$ cat src/rtl/acc_exec_unit.sv
module acc_exec_unit #(
  parameter int W  = 32,
  parameter int IW = 4
) (
  input  logic            clk,
  input  logic            rst_n,
  input  logic            op_valid,
  input  logic [7:0]      opcode,
  input  logic [W-1:0]    src_a,
  input  logic [W-1:0]    src_b,
  input  logic [IW-1:0]   dst_idx,
  input  logic [W/2-1:0]  literal,
  output logic            wr_en,
  output logic [IW-1:0]   wr_idx,
  output logic [W-1:0]    wr_data,
  output logic [W-1:0]    acc,
  output logic            flag_eq,
  output logic            flag_gt,
  output logic            flag_lt,
  output logic            illegal
);
  localparam int HW = W / 2;

  logic [W-1:0] res;
  logic         legal, writes, arith;

  always_comb begin
    res    = '0;
    legal  = 1'b1;
    writes = 1'b1;
    arith  = 1'b0;
    unique case (opcode)
      8'h08, 8'h09: begin writes = 1'b0; arith = 1'b1; end
      8'h0A: res = src_a + 1'b1;
      8'h0B: res = src_a - 1'b1;
      8'h0C: res = {src_a[W-2:0], 1'b0};
      8'h0D: res = {1'b0, src_a[W-1:1]};
      8'h0E: res = src_a & src_b;
      8'h0F: res = src_a | src_b;
      8'h10: res = ~src_a;
      8'h11: res = src_a ^ src_b;
      8'h12: res = ~(src_a & src_b);
      8'h13: res = ~(src_a | src_b);
      8'h14: res = ~(src_a ^ src_b);
      8'h23: res = {literal, src_a[HW-1:0]};
      8'h24: res = {src_a[W-1:HW], literal};
      default: begin legal = 1'b0; writes = 1'b0; end
    endcase
  end

  wire signed [W-1:0] acc_s = acc;
  wire signed [W-1:0] a_s   = src_a;

  always_ff @(posedge clk) begin
    if (!rst_n) begin
      acc     <= '0;
      flag_eq <= 1'b1;
      flag_gt <= 1'b0;
      flag_lt <= 1'b0;
      wr_en   <= 1'b0;
      wr_idx  <= '0;
      wr_data <= '0;
      illegal <= 1'b0;
    end else begin
      wr_en   <= op_valid && writes;
      illegal <= op_valid && !legal;
      if (op_valid && writes) begin
        wr_idx  <= dst_idx;
        wr_data <= res;
      end
      if (op_valid && arith) begin
        acc     <= opcode[0] ? acc - src_a : acc + src_a;
        flag_eq <= acc_s == a_s;
        flag_gt <= acc_s >  a_s;
        flag_lt <= acc_s <  a_s;
      end
    end
  end

  AST_FLAGS_ONE: assert property (@(posedge clk) disable iff (!rst_n)
    $countones({flag_eq, flag_gt, flag_lt}) == 1);
  AST_ILL_NO_WRITE: assert property (@(posedge clk) disable iff (!rst_n)
    illegal |-> !wr_en);
  AST_ACC_HELD: assert property (@(posedge clk) disable iff (!rst_n)
    (op_valid && opcode != 8'h08 && opcode != 8'h09) |=> acc == $past(acc));
  AST_SHR_ZERO_TOP: assert property (@(posedge clk) disable iff (!rst_n)
    (op_valid && opcode == 8'h0D) |=> (wr_en && !wr_data[W-1]));
  AST_UPPER_INSERT_KEEP: assert property (@(posedge clk) disable iff (!rst_n)
    (op_valid && opcode == 8'h23) |=> wr_data[HW-1:0] == $past(src_a[HW-1:0]));
  AST_IDLE_QUIET: assert property (@(posedge clk) disable iff (!rst_n)
    !op_valid |=> (!wr_en && !illegal));
endmodule

$ cat config.mk
export PLATFORM = sky130hd
export DESIGN_NAME = acc_exec_unit
export DESIGN_NICKNAME = d
export VERILOG_FILES = /design/src/rtl/acc_exec_unit.sv
export SDC_FILE = /design/constraint.sdc
export NUM_CORES = 1
export LEC_CHECK = 0
export BUFFER_PORTS_ARGS = -buffer_cell sky130_fd_sc_hd__buf_2
export CAP_MARGIN = 10
export CORE_MARGIN = 3
export CORE_UTILIZATION = 45
export DETAILED_ROUTE_END_ITERATION = 10
export PLACE_DENSITY = 0.77
export RECOVER_POWER = 50
export SETUP_SLACK_MARGIN = 0.15
export SLEW_MARGIN = 0
export SYNTH_ARGS = -nofsm -noshare
export SYNTH_HDL_FRONTEND = slang
export SYNTH_SLANG_ARGS = --single-unit
$ cat constraint.sdc
create_clock -name clk -period 6.6 [get_ports clk]
set_input_delay 1.65 -clock clk [delete_from_list [all_inputs] [get_ports clk]]
set_output_delay 1.65 -clock clk [all_outputs]
set_load 0.02 [all_outputs]
* Yosys cells after proc, flatten, opt, wreduce, memory -nomap -nowiden
Index checks and enable logic that the tools add are counted.
** Operators by class
- Eq/ne operators :: 16
- Add/sub/neg operators :: 4
- Muxes and demuxes :: 5
- Bitwise logic cells :: 7
- Order comparisons :: 2
- Reductions and logical operators :: 7
** Operators with widths (count)
- $pmux 32 s13 :: 1
- $not 32->32 :: 4
- $eq 8x4->1 const B :: 8
- $eq 8x5->1 const B :: 5
- $add 32x1->32 const B :: 1
- $add 32x32->32 :: 1
- $and 32x32->32 :: 1
- $eq 32x32->1 :: 1
- $gt 32x32->1 :: 1
- $lt 32x32->1 :: 1
- $mux 32 :: 1
- $or 32x32->32 :: 1
- $sub 32x1->32 const B :: 1
- $sub 32x32->32 :: 1
- $xor 32x32->32 :: 1
- $eq 8x6->1 const B :: 2
- $reduce_or 15->1 :: 1
- $reduce_or 13->1 :: 1
- $logic_and 1x1->1 :: 3
- $mux 1 :: 3
- $reduce_or 2->1 :: 1
- $logic_not 1->1 :: 1
** Storage, ports and cells
- Output and inout port bits :: 73
- Logic and storage cells :: 49
- Input port bits :: 95
- Flip-flop bits (word level) :: 73

* Depth between registers and ports, before layout
Gate-level depths: netlist of run 1.
- Word-level depth :: 5
- Depth in mapped cells :: 15
- Depth with buffers taken out :: 13

* Worst setup path after synthesis of run 1
No wires, ideal clock.
- Path kind :: in2reg
- Start point :: input port opcode[7]
- End point :: register wr_data[30]
- Stages :: 15
- Data arrival time :: 5.516 ns
- Library setup time :: 0.070 ns
- Path buffers :: 2
- Path slack :: 1.014 ns
- Data required time :: 6.530 ns
- Path through :: nor3_1 and2_0 clkbuf_1 and2_1 ha_1 clkbuf_1 and2_1 a221o_1 a221o_1 o21ai_1 a21oi_1 a31oi_2 mux2i_1 a31oi_1 a21oi_1
** Between the ends
- Longest elaborated chain between the ends :: 4
- Elaborated cells on any way between the ends :: 17
- Classes of those cells :: eq/ne (13); mux (2); reduce/logical (2)
** Ends and longest elaborated chain
- start: declaration :: line 8 : input logic [7:0] opcode,
- $eq 8x6->1 (tied with other cells) :: line 32 : unique case (opcode)
- $reduce_or 13->1 (no line)
- $mux 1 :: line 32
- $logic_and 1x1->1 :: line 67 : if (op_valid && writes) begin
- end signal: assignment :: line 69 : wr_data <= res;
- end: declaration :: line 15 : output logic [W-1:0] wr_data,
Parallel ways exist; a longest one is shown, timed or not.
A chain may end at the register's enable or synchronous reset.

* Worst setup path after layout of run 1
- Start point :: input port opcode[7]
- End point :: register wr_data[28]
The elaborated chain is that of the path after synthesis.

==> impl_metrics.env, run 1 <==
export IMPL_hp_class="flop to flop"
export IMPL_cts_resized=0
export IMPL_io_pins=168
export IMPL_setup_violations=0
export IMPL_portBuffers=167
export IMPL_rsz0062_at_grt="false"
export IMPL_syn_nets=1815
export IMPL_cts_hold_buf=0
export IMPL_synth_distinct_cells=80
export IMPL_grt_pass1_wl_um=65830
export IMPL_dp_hpwl_um=32580
export IMPL_die_area_um2=26280
export IMPL_drc=0
export IMPL_ir_drop_v=0.00008923
export IMPL_cts_max_path_buffers=2
export IMPL_timing_final_ws_setup_ps=785.9
export IMPL_h_tree_depth=3
export IMPL_synthToLayoutAreaGrowth_pct=11.47
export IMPL_ys_warn_count=0
export IMPL_cts_buffers=9
export IMPL_seqCellArea_um2=1461
export IMPL_start_util_pct=46.31
export IMPL_die_y_um=162.1
export IMPL_gp_congestion=0.9681
export IMPL_avgSynthCellArea_um2=7.030
export IMPL_synth_ff_type="dfxtp_1"
export IMPL_p_leak_nw=5.413
export IMPL_row_count=56
export IMPL_place_ws_ps=582.8
export IMPL_nets=1915
export IMPL_crit_type="input port to flop"
export IMPL_cts_root_buf="clkbuf_16"
export IMPL_die_w_um=162.1
export IMPL_post_cts_buffers=0
export IMPL_synth_edf_count=0
export IMPL_tns_ps=0
export IMPL_synthArstFlopShare_pct=0
export IMPL_power_mw=1.351
export IMPL_grt_max_degree=55
export IMPL_finalWirelength_um=42410
export IMPL_antenna_found_initial=0
export IMPL_cp_end_kind="flop"
export IMPL_cpPeakStageDelay_ps=640
export IMPL_grt_pass1_vias=11800
export IMPL_timing_fmax_mhz=172.0
export IMPL_antenna_left=0
export IMPL_cpMostUsedCell="a31oi_1"
export IMPL_coreArea_um2=23680
export IMPL_clk_pin_slew_ps=70
export IMPL_dp_cells=1968
export IMPL_vias_per_cell=6.446
export IMPL_clock_latency_ps=350
export IMPL_drive_above_1_share_pct=9.910
export IMPL_start_kind="input port"
export IMPL_cp_slowest_cell="and2_1"
export IMPL_tightest_slew_ps=1016
export IMPL_status="completed"
export IMPL_cts_sinks=73
export IMPL_firstDrtPassIters=6
export IMPL_stdcell_count=1985
export IMPL_relSlewSlack_pct=30.50
export IMPL_fill_cells=2452
export IMPL_worstPathMaxFanout=13
export IMPL_syn_inst=1560
export IMPL_worstPathArrival_ps=6050
export IMPL_grt_ovfl_total=0
export IMPL_dpl_cell_area_um2=12010
export IMPL_synth_area_um2=10970
export IMPL_yosys_register_bits=73
export IMPL_drv_slew=0
export IMPL_drv_cap=0
export IMPL_hold_violations=0
export IMPL_final_area_um2=12220
export IMPL_synth_yosys_seq_area_share_pct=13.33
export IMPL_vias=12800
export IMPL_cp_required_ps=6830
export IMPL_power_density_nw_per_um2=110.5
export IMPL_multi_input_area_um2=8727
export IMPL_cts_tree="yes"
export IMPL_fin_crit_sh_pct=88.09
export IMPL_path_cells="buf_2 -> nor3_1 -> and2_0 -> and2_1 -> fa_1 -> a211oi_1 -> o21ai_0 -> a31oi_1 -> o21bai_1 -> a31oi_1 -> o41ai_1 -> mux2_2 -> nand2_1 -> a31oi_1"
export IMPL_grtUsageTotal_pct=31.18
export IMPL_fin_crit_ps=5814
export IMPL_fin_worst_skew_ps=11.12
export IMPL_first_iter_violations=1251
export IMPL_wl_per_cell_um=21.36
==> metrics by stage <==
stage	utilization (%)	hold slack [ps]
final	51.62	457.2
after global routing	51.61	479.5
after CTS	51.99	453.6
after detailed placement	50.69	440.2
after global placement	50.69	431.4
after floorplan	-	534.5
==> cell usage in the layout, fill, tap and decap left out, types with 10 or more instances in the layout <==
master     synthesis  layout
buf_4              0      24
a211oi_1          33      33
nand4_1           12      12
o31ai_1           12      12
nand3_1           55      55
inv_1            106     106
a31oi_1           23      23
a221o_1           15      15
a22oi_1           18      18
o2111ai_1         14      14
xnor2_1           37      37
a21o_1            35      35
o211ai_1          26      26
o22ai_1           12      12
a21oi_1          149     149
mux2i_1           18      18
nor2b_1           14      14
xor2_1            10      10
nor2_1           161     159
clkbuf_1          83      74
nand2_1          118     118
a2111oi_0         13      13
nor3_1            36      33
o21ai_0          120     120
ha_1             157     157
o21bai_1          15      15
a221oi_1          36      36
buf_2              9      94
dfxtp_1           73      73
==> power by group <==
part	leakage, nW	total (mW)	switching (mW)	internal [mW]
Sequential	0.589	0.449	0.00305	0.446
Clock	0.149	0.541	0.227	0.315
Combinational	4.67	0.361	0.243	0.118
Total	5.41	1.35	0.473	0.879
==> state kept, by name (all words and copies together), names as in the netlist <==
| name | cells |
|---|---|
| flag_eq | 1 |
| acc | 32 |
| wr_idx | 4 |
| flag_lt | 1 |
| flag_gt | 1 |
| wr_data | 32 |
| wr_en | 1 |
| illegal | 1 |
==> synth_stat cells (all sizes together) (4+ instances only) <==
library cell    n  area (µm²)
or3             5       36.28
o211ai         26       195.2
a221o          15       150.1
a21oi         149       745.7
a22o            4       35.03
o31ai          12       90.09
clkbuf         83       311.6
o22ai          12       75.07
xnor2          37       324.1
a31oi          24       156.4
a22oi          18       135.1
o311ai          5       51.31
a221oi         36       315.3
o2111ai        14       122.6
and2            8       50.05
ha            157        1964
or2             8       50.05
nor2          162       615.6
nand3          55       275.3
a21o           35       262.8
a2111oi        13       113.9
a211oi         35       272.8
nand4          12       75.07
mux2i          18       180.2
xor2           10       87.58
dfxtp          73        1461
nor3           37       190.2
nand2b          8       50.05
buf            19       90.08
nand2         118       442.9
and3            9       56.30
inv           106       397.9
a211o           7       62.56
o21a            5       37.54
o21ai         124       620.6
o21bai         15       112.6
o221ai          4       35.03
nor4            5       31.28
nor2b          14       87.58
a31o            7       61.31
==> cell type report <==
| type | instances | area share [%] |
|---|---|---|
| Multi-Input combinational cell | 1278 | 71.39 |
| Inverter | 107 | 3.286 |
| Antenna cell | 1 | 0.02047 |
| Timing Repair Buffer | 191 | 7.564 |
| Tap cell | 319 | 3.265 |
| Clock buffer | 12 | 2.098 |
| Sequential cell | 73 | 11.95 |
| Clock inverter | 4 | 0.4197 |
==> logic make-up after synthesis <==
group	synth area share (%)
AOI/OAI and AO/OA	36.35
muxes	1.746
DFF	13.33
buffers and inverters	7.324
and+or+nand+nor	19.04
adders and majority gates	18.46
xor gates and xnor gates	3.754
==> routing by layer <==
metal  track usage [%]  vias up  part of all wire, %
met5                 0        -                    0
met4             12.33        0                  3.7
met3             6.172       96                   11
met2             46.43      733                   42
met1             44.12     5968                   43
li1                  -     5999                    -
==> critical path, delay by kind of cell <==
kind	cells	cell delay, ps
muxes	1	380
adders and majority gates	1	380
buffers and inverters	1	110
AOI/OAI and AO/OA	7	1790
and+or+nand+nor	4	1710
==> worst paths after layout <==
| kind | start | to | slack, ps | cells past startpoint |
|---|---|---|---|---|
| max | opcode[7] | wr_data[28]$_SDFFE_PN0P_ | 790 | 14 |
| max reg2reg | acc[0]$_SDFFE_PN0P_ | acc[28]$_SDFFE_PN0P_ | 3060 | 11 |
| min | wr_idx[0]$_SDFFE_PN0P_ | wr_idx[0]$_SDFFE_PN0P_ | 460 | 2 |
| min reg2reg | wr_idx[0]$_SDFFE_PN0P_ | wr_idx[0]$_SDFFE_PN0P_ | 460 | 2 |
(Power assumes the default switching activity.)
==> run 2: changes to the inputs <==
clock period = 6.3 ns   (was 6.6 ns; I/O delays follow)
==> impl_metrics.env, run 2 (synthesis gave the netlist of run 1 again) <==
export IMPL_wl_met1_um=18850
export IMPL_die_area_um2=26280
export IMPL_multi_input_area_um2=8727
export IMPL_rsz0062_at_grt="false"
export IMPL_start_util_pct=46.31
export IMPL_nets=1916
export IMPL_p_leak_nw=5.433
export IMPL_wl_met2_um=17850
export IMPL_hold_violations=0
export IMPL_dpl_cell_area_um2=12010
export IMPL_r2r_cells=11
export IMPL_setup_violations=0
export IMPL_cts_sinks=73
export IMPL_drv_cap=0
export IMPL_crit_type="input port to flop"
export IMPL_status="completed"
export IMPL_vias=12760
export IMPL_clk_pin_slew_ps=70
export IMPL_die_y_um=162.1
export IMPL_cp_end_kind="flop"
export IMPL_finalWirelength_um=43060
export IMPL_cp_startpoint="opcode[7]"
export IMPL_cts_root_buf="clkbuf_16"
export IMPL_final_common_cell="nor2_1"
export IMPL_grt_ovfl_total=0
export IMPL_crit_path_end="wr_data[31]$_SDFFE_PN0P_"
export IMPL_relSlewSlack_pct=31.46
export IMPL_cts_tree="yes"
export IMPL_dp_hpwl_um=33140
export IMPL_vias_per_cell=6.430
export IMPL_fin_worst_skew_ps=10.95
export IMPL_fin_crit_ps=5653
export IMPL_power_density_nw_per_um2=120.8
export IMPL_worstPathMaxFanout=14
export IMPL_cp_required_ps=6520
export IMPL_cts_resized=0
export IMPL_reg2reg_slack_ps=2730
export IMPL_drc=0
export IMPL_antenna_cells=0
export IMPL_final_area_um2=12260
export IMPL_seqCellArea_um2=1461
export IMPL_fill_cells=2470
export IMPL_dp_cells=1969
export IMPL_grt_max_degree=69
export IMPL_post_cts_buffers=0
export IMPL_io_pins=168
export IMPL_top_layer_used="met4"
export IMPL_cts_hold_buf=0
export IMPL_timing_final_ws_setup_ps=647.0
export IMPL_drv_slew=0
export IMPL_synthToLayoutAreaGrowth_pct=11.77
export IMPL_antenna_left=0
export IMPL_wl_per_cell_um=21.69
export IMPL_fin_crit_sh_pct=89.73
export IMPL_coreArea_um2=23680
export IMPL_start_kind="input port"
export IMPL_stdcell_count=1985
export IMPL_clock_latency_ps=360
export IMPL_first_iter_violations=1439
export IMPL_hp_class="flop to flop"
export IMPL_ir_drop_v=0.0001004
export IMPL_most_common_layout_cells="nor2_1 (159), ha_1 (157), a21oi_1 (149), o21ai_0 (120), nand2_1 (118)"
export IMPL_firstDrtPassIters=6
export IMPL_timing_rr_end="acc[22]$_SDFFE_PN0P_"
export IMPL_grt_pass1_vias=11830
export IMPL_grtUsageTotal_pct=31.71
export IMPL_h_tree_depth=3
export IMPL_place_ws_ps=370.9
export IMPL_gp_congestion=0.9978
export IMPL_portBuffers=167
export IMPL_worstPathArrival_ps=5880
export IMPL_cts_buffers=9
export IMPL_met3_length_um=4446
export IMPL_worstReg2RegStart="acc[0]$_SDFFE_PN0P_"
export IMPL_largestRegisters="acc (32), wr_data (32), wr_idx (4)"
export IMPL_timing_fmax_mhz=176.9
export IMPL_cts_max_path_buffers=2
export IMPL_antenna_found_initial=1
export IMPL_tightest_slew_ps=1027
export IMPL_row_count=56
export IMPL_die_w_um=162.1
export IMPL_grt_pass1_wl_um=66450
export IMPL_drive_above_1_share_pct=9.904
export IMPL_power_mw=1.481
export IMPL_tns_ps=0
-- run 2: changes by cell type in the layout (fill, tap and decap cells not counted), sizes merged --
cell      delta
buf          +1
bufinv       +2
clkbuf       -1
clkinvlp     -1
diode        -1
-- run 2: final cells by class --
cell class / instances / share of cell area (%)
tap: 319 / 3.256
multi-input combinational: 1278 / 71.20
sequential: 73 / 11.92
clock buffer: 11 / 1.899
clock inverter: 5 / 0.8472
timing repair buffer: 192 / 7.604
inverter: 107 / 3.277
-- run 2: critical path, stage by stage --
cell and delay [ps]:
buf_2 100, nor3_1 610, and2_0 400, and2_1 610, buf_4 310, ha_1 300
nand3_1 250, nor4_1 450, a21boi_0 230, a41o_1 190, o21ai_0 130, a21oi_1 270
a221oi_1 160, xnor2_1 180, o22ai_1 90
-- run 2: layer usage --
layer,vias up,global-route usage [%]
li1,6002,-
met1,5887,45.36
met2,770,47.27
met3,104,4.820
met4,0,13.45
met5,-,0
-- run 2: power breakdown --
group	internal, mW	switching [mW]
logic	0.124	0.256
registers	0.467	0.00334
clock network	0.388	0.242
-- run 2: stage by stage --
stage                     util (%)  hold WS, ps
after floorplan                  -        534.5
after global placement       50.72        431.1
after detailed placement     50.72        443.0
after CTS                    52.14        452.2
after global routing         51.76        488.3
final                        51.76        454.8
-- run 2: worst min-delay path by stage --
stage | start | end | slack [ps] | cells past startpoint
6_report | wr_idx[3]$_SDFFE_PN0P_ | wr_idx[3]$_SDFFE_PN0P_ | 450 | 2
5_1_grt | wr_idx[0]$_SDFFE_PN0P_ | wr_idx[0]$_SDFFE_PN0P_ | 490 | 2
4_1_cts | wr_idx[3]$_SDFFE_PN0P_ | wr_idx[3]$_SDFFE_PN0P_ | 450 | 2
3_5_place_dp | wr_idx[3]$_SDFFE_PN0P_ | wr_idx[3]$_SDFFE_PN0P_ | 440 | 2
3_3_place_gp | flag_eq$_SDFFE_PN1P_ | flag_eq$_SDFFE_PN1P_ | 430 | 1
2_1_floorplan | wr_idx[0]$_SDFFE_PN0P_ | wr_idx[0]$_SDFFE_PN0P_ | 530 | 2
==> run 3: changes to the inputs <==
RECOVER_POWER = 25   (was 50)
SLEW_MARGIN = not set   (was 0)
==> impl_metrics.env, run 3 (synthesis gave the netlist of run 1 again) <==
export IMPL_wl_per_cell_um=21.60
export IMPL_p_leak_nw=5.593
export IMPL_setup_violations=0
export IMPL_h_tree_depth=3
export IMPL_fin_crit_ps=5726
export IMPL_worstPathArrival_ps=5950
export IMPL_cp_end_kind="flop"
export IMPL_drv_slew=0
export IMPL_p_seq_share_pct=31.8
export IMPL_cts_max_path_buffers=2
export IMPL_finalWirelength_um=42910
export IMPL_clk_pin_slew_ps=70
export IMPL_grt_pass1_vias=11830
export IMPL_tns_ps=0
export IMPL_p_clk_share_pct=42.6
export IMPL_start_kind="input port"
export IMPL_drv_cap=0
export IMPL_grt_pass1_wl_um=66450
export IMPL_fin_worst_skew_ps=10.77
export IMPL_die_w_um=162.1
export IMPL_cts_root_buf="clkbuf_16"
export IMPL_worstPathMaxFanout=14
export IMPL_grt_max_degree=69
export IMPL_fin_crit_sh_pct=90.89
export IMPL_crit_type="input port to flop"
export IMPL_reg2reg_slack_ps=2730
export IMPL_first_iter_violations=1411
export IMPL_post_cts_buffers=0
export IMPL_tightest_slew_ps=1042
export IMPL_cp_slowest_cell="nor3_1"
export IMPL_grtUsageTotal_pct=31.71
export IMPL_pwr_share_comb_pct=25.7
export IMPL_clock_latency_ps=360
export IMPL_nets=1916
export IMPL_p_int_mw=0.9795
export IMPL_grt_busiest_layer="met2"
export IMPL_drive_above_1_share_pct=12.12
export IMPL_status="completed"
export IMPL_ir_drop_v=0.0001008
export IMPL_grt_ovfl_total=0
export IMPL_cpPeakStageDelay_ps=630
export IMPL_portBuffers=167
export IMPL_gp_congestion=0.9978
export IMPL_hp_class="flop to flop"
export IMPL_drc=0
export IMPL_most_common_layout_cells="nor2_1 (159), ha_1 (157), a21oi_1 (149), buf_2 (131), o21ai_0 (120)"
export IMPL_dp_hpwl_um=33140
export IMPL_met1_usage_pct=45.36
export IMPL_path_cells="buf_2 -> nor3_1 -> and2_0 -> and2_1 -> buf_4 -> ha_1 -> nand3_1 -> nor4_1 -> a21boi_0 -> a41o_1 -> o21ai_0 -> a21oi_1 -> a221oi_1 -> xnor2_1 -> o22ai_1"
export IMPL_synthToLayoutAreaGrowth_pct=12.22
export IMPL_vias_per_cell=6.433
export IMPL_hold_violations=0
export IMPL_grt_use_met2_pct=47.27
export IMPL_row_count=56
export IMPL_cts_tree="yes"
export IMPL_relSlewSlack_pct=30.46
export IMPL_coreArea_um2=23680
export IMPL_cts_sinks=73
export IMPL_power_density_nw_per_um2=120.3
export IMPL_antenna_found_initial=1
export IMPL_antenna_left=0
export IMPL_switching_share_pct=33.82
export IMPL_start_util_pct=46.31
export IMPL_cts_buffers=9
export IMPL_hold_slack_ps=455.3
export IMPL_vias=12780
export IMPL_rsz0062_at_grt="false"
export IMPL_timing_fmax_mhz=174.6
export IMPL_cts_hold_buf=0
export IMPL_p_switching_mw=0.5005
export IMPL_die_y_um=162.1
export IMPL_firstDrtPassIters=5
export IMPL_final_common_cell="nor2_1"
export IMPL_die_area_um2=26280
export IMPL_gr_usage_met3_pct=4.820
export IMPL_cts_resized=0
export IMPL_io_pins=168
export IMPL_cp_top_family="simple AND/OR/NAND/NOR gates"
export IMPL_largestRegisters="acc (32), wr_data (32), wr_idx (4)"
export IMPL_cp_required_ps=6520
export IMPL_path_buf_inv=2
==> run 3: cell types whose count changed in the layout (fill, tap and decap cells not counted) <==
cell      previous run  this run
buf_2               94       131
clkbuf_1            75        38
diode_2              0         1
==> run 3: metrics by stage <==
stage          worst slack, ps  instance area (µm²)  instances  util, %  total power, mW
2_1_floorplan            788.8                10970       1560        -           0.7016
3_3_place_gp             500.9                12010       1969    50.72           0.8446
3_5_place_dp             370.9                12010       1969    50.72           0.8475
4_1_cts                  726.5                12350       1985    52.14            1.472
5_1_grt                  403.8                12300       1985    51.95            1.539
6_report                 573.7                12310       1986    51.97            1.480
==> run 3: layout make-up <==
type                            instances  area (µm²)
Clock inverter                          5       103.9
Tap cell                              319       399.1
Sequential cell                        73        1461
Antenna cell                            1       2.502
Timing Repair Buffer                  192       978.4
Fill cell                            2448       11380
Multi-Input combinational cell       1278        8727
Inverter                              107       401.6
Clock buffer                           11       232.7
==> run 3: metal layers <==
layer	vias to the layer above	share of wire [%]
met2	760	42
met1	5898	44
met5	-	0
li1	6019	-
met3	98	10
met4	0	4.4
==> run 3: power groups by stage <==
stage                     Clock (mW)  Combinational (mW)  Sequential, mW
after floorplan                    0               0.215           0.487
after detailed placement           0               0.367           0.480
after global placement             0               0.364           0.480
final                          0.630               0.380           0.470
after CTS                      0.632               0.370           0.470
after global routing           0.656               0.413           0.470
==> run 3: final timing paths <==
path	to	startpoint	cells after the start
setup / recovery	wr_data[31]$_SDFFE_PN0P_	opcode[7]	15
hold reg to reg	wr_idx[3]$_SDFFE_PN0P_	wr_idx[3]$_SDFFE_PN0P_	2
hold / removal	wr_idx[3]$_SDFFE_PN0P_	wr_idx[3]$_SDFFE_PN0P_	2
setup reg to reg	acc[22]$_SDFFE_PN0P_	acc[0]$_SDFFE_PN0P_	11
==> run 3: tightest hold or removal path: stages, from the launching register on <==
cell	delay, ps
dfxtp_1	310
nand2_1	50
a21oi_1	50
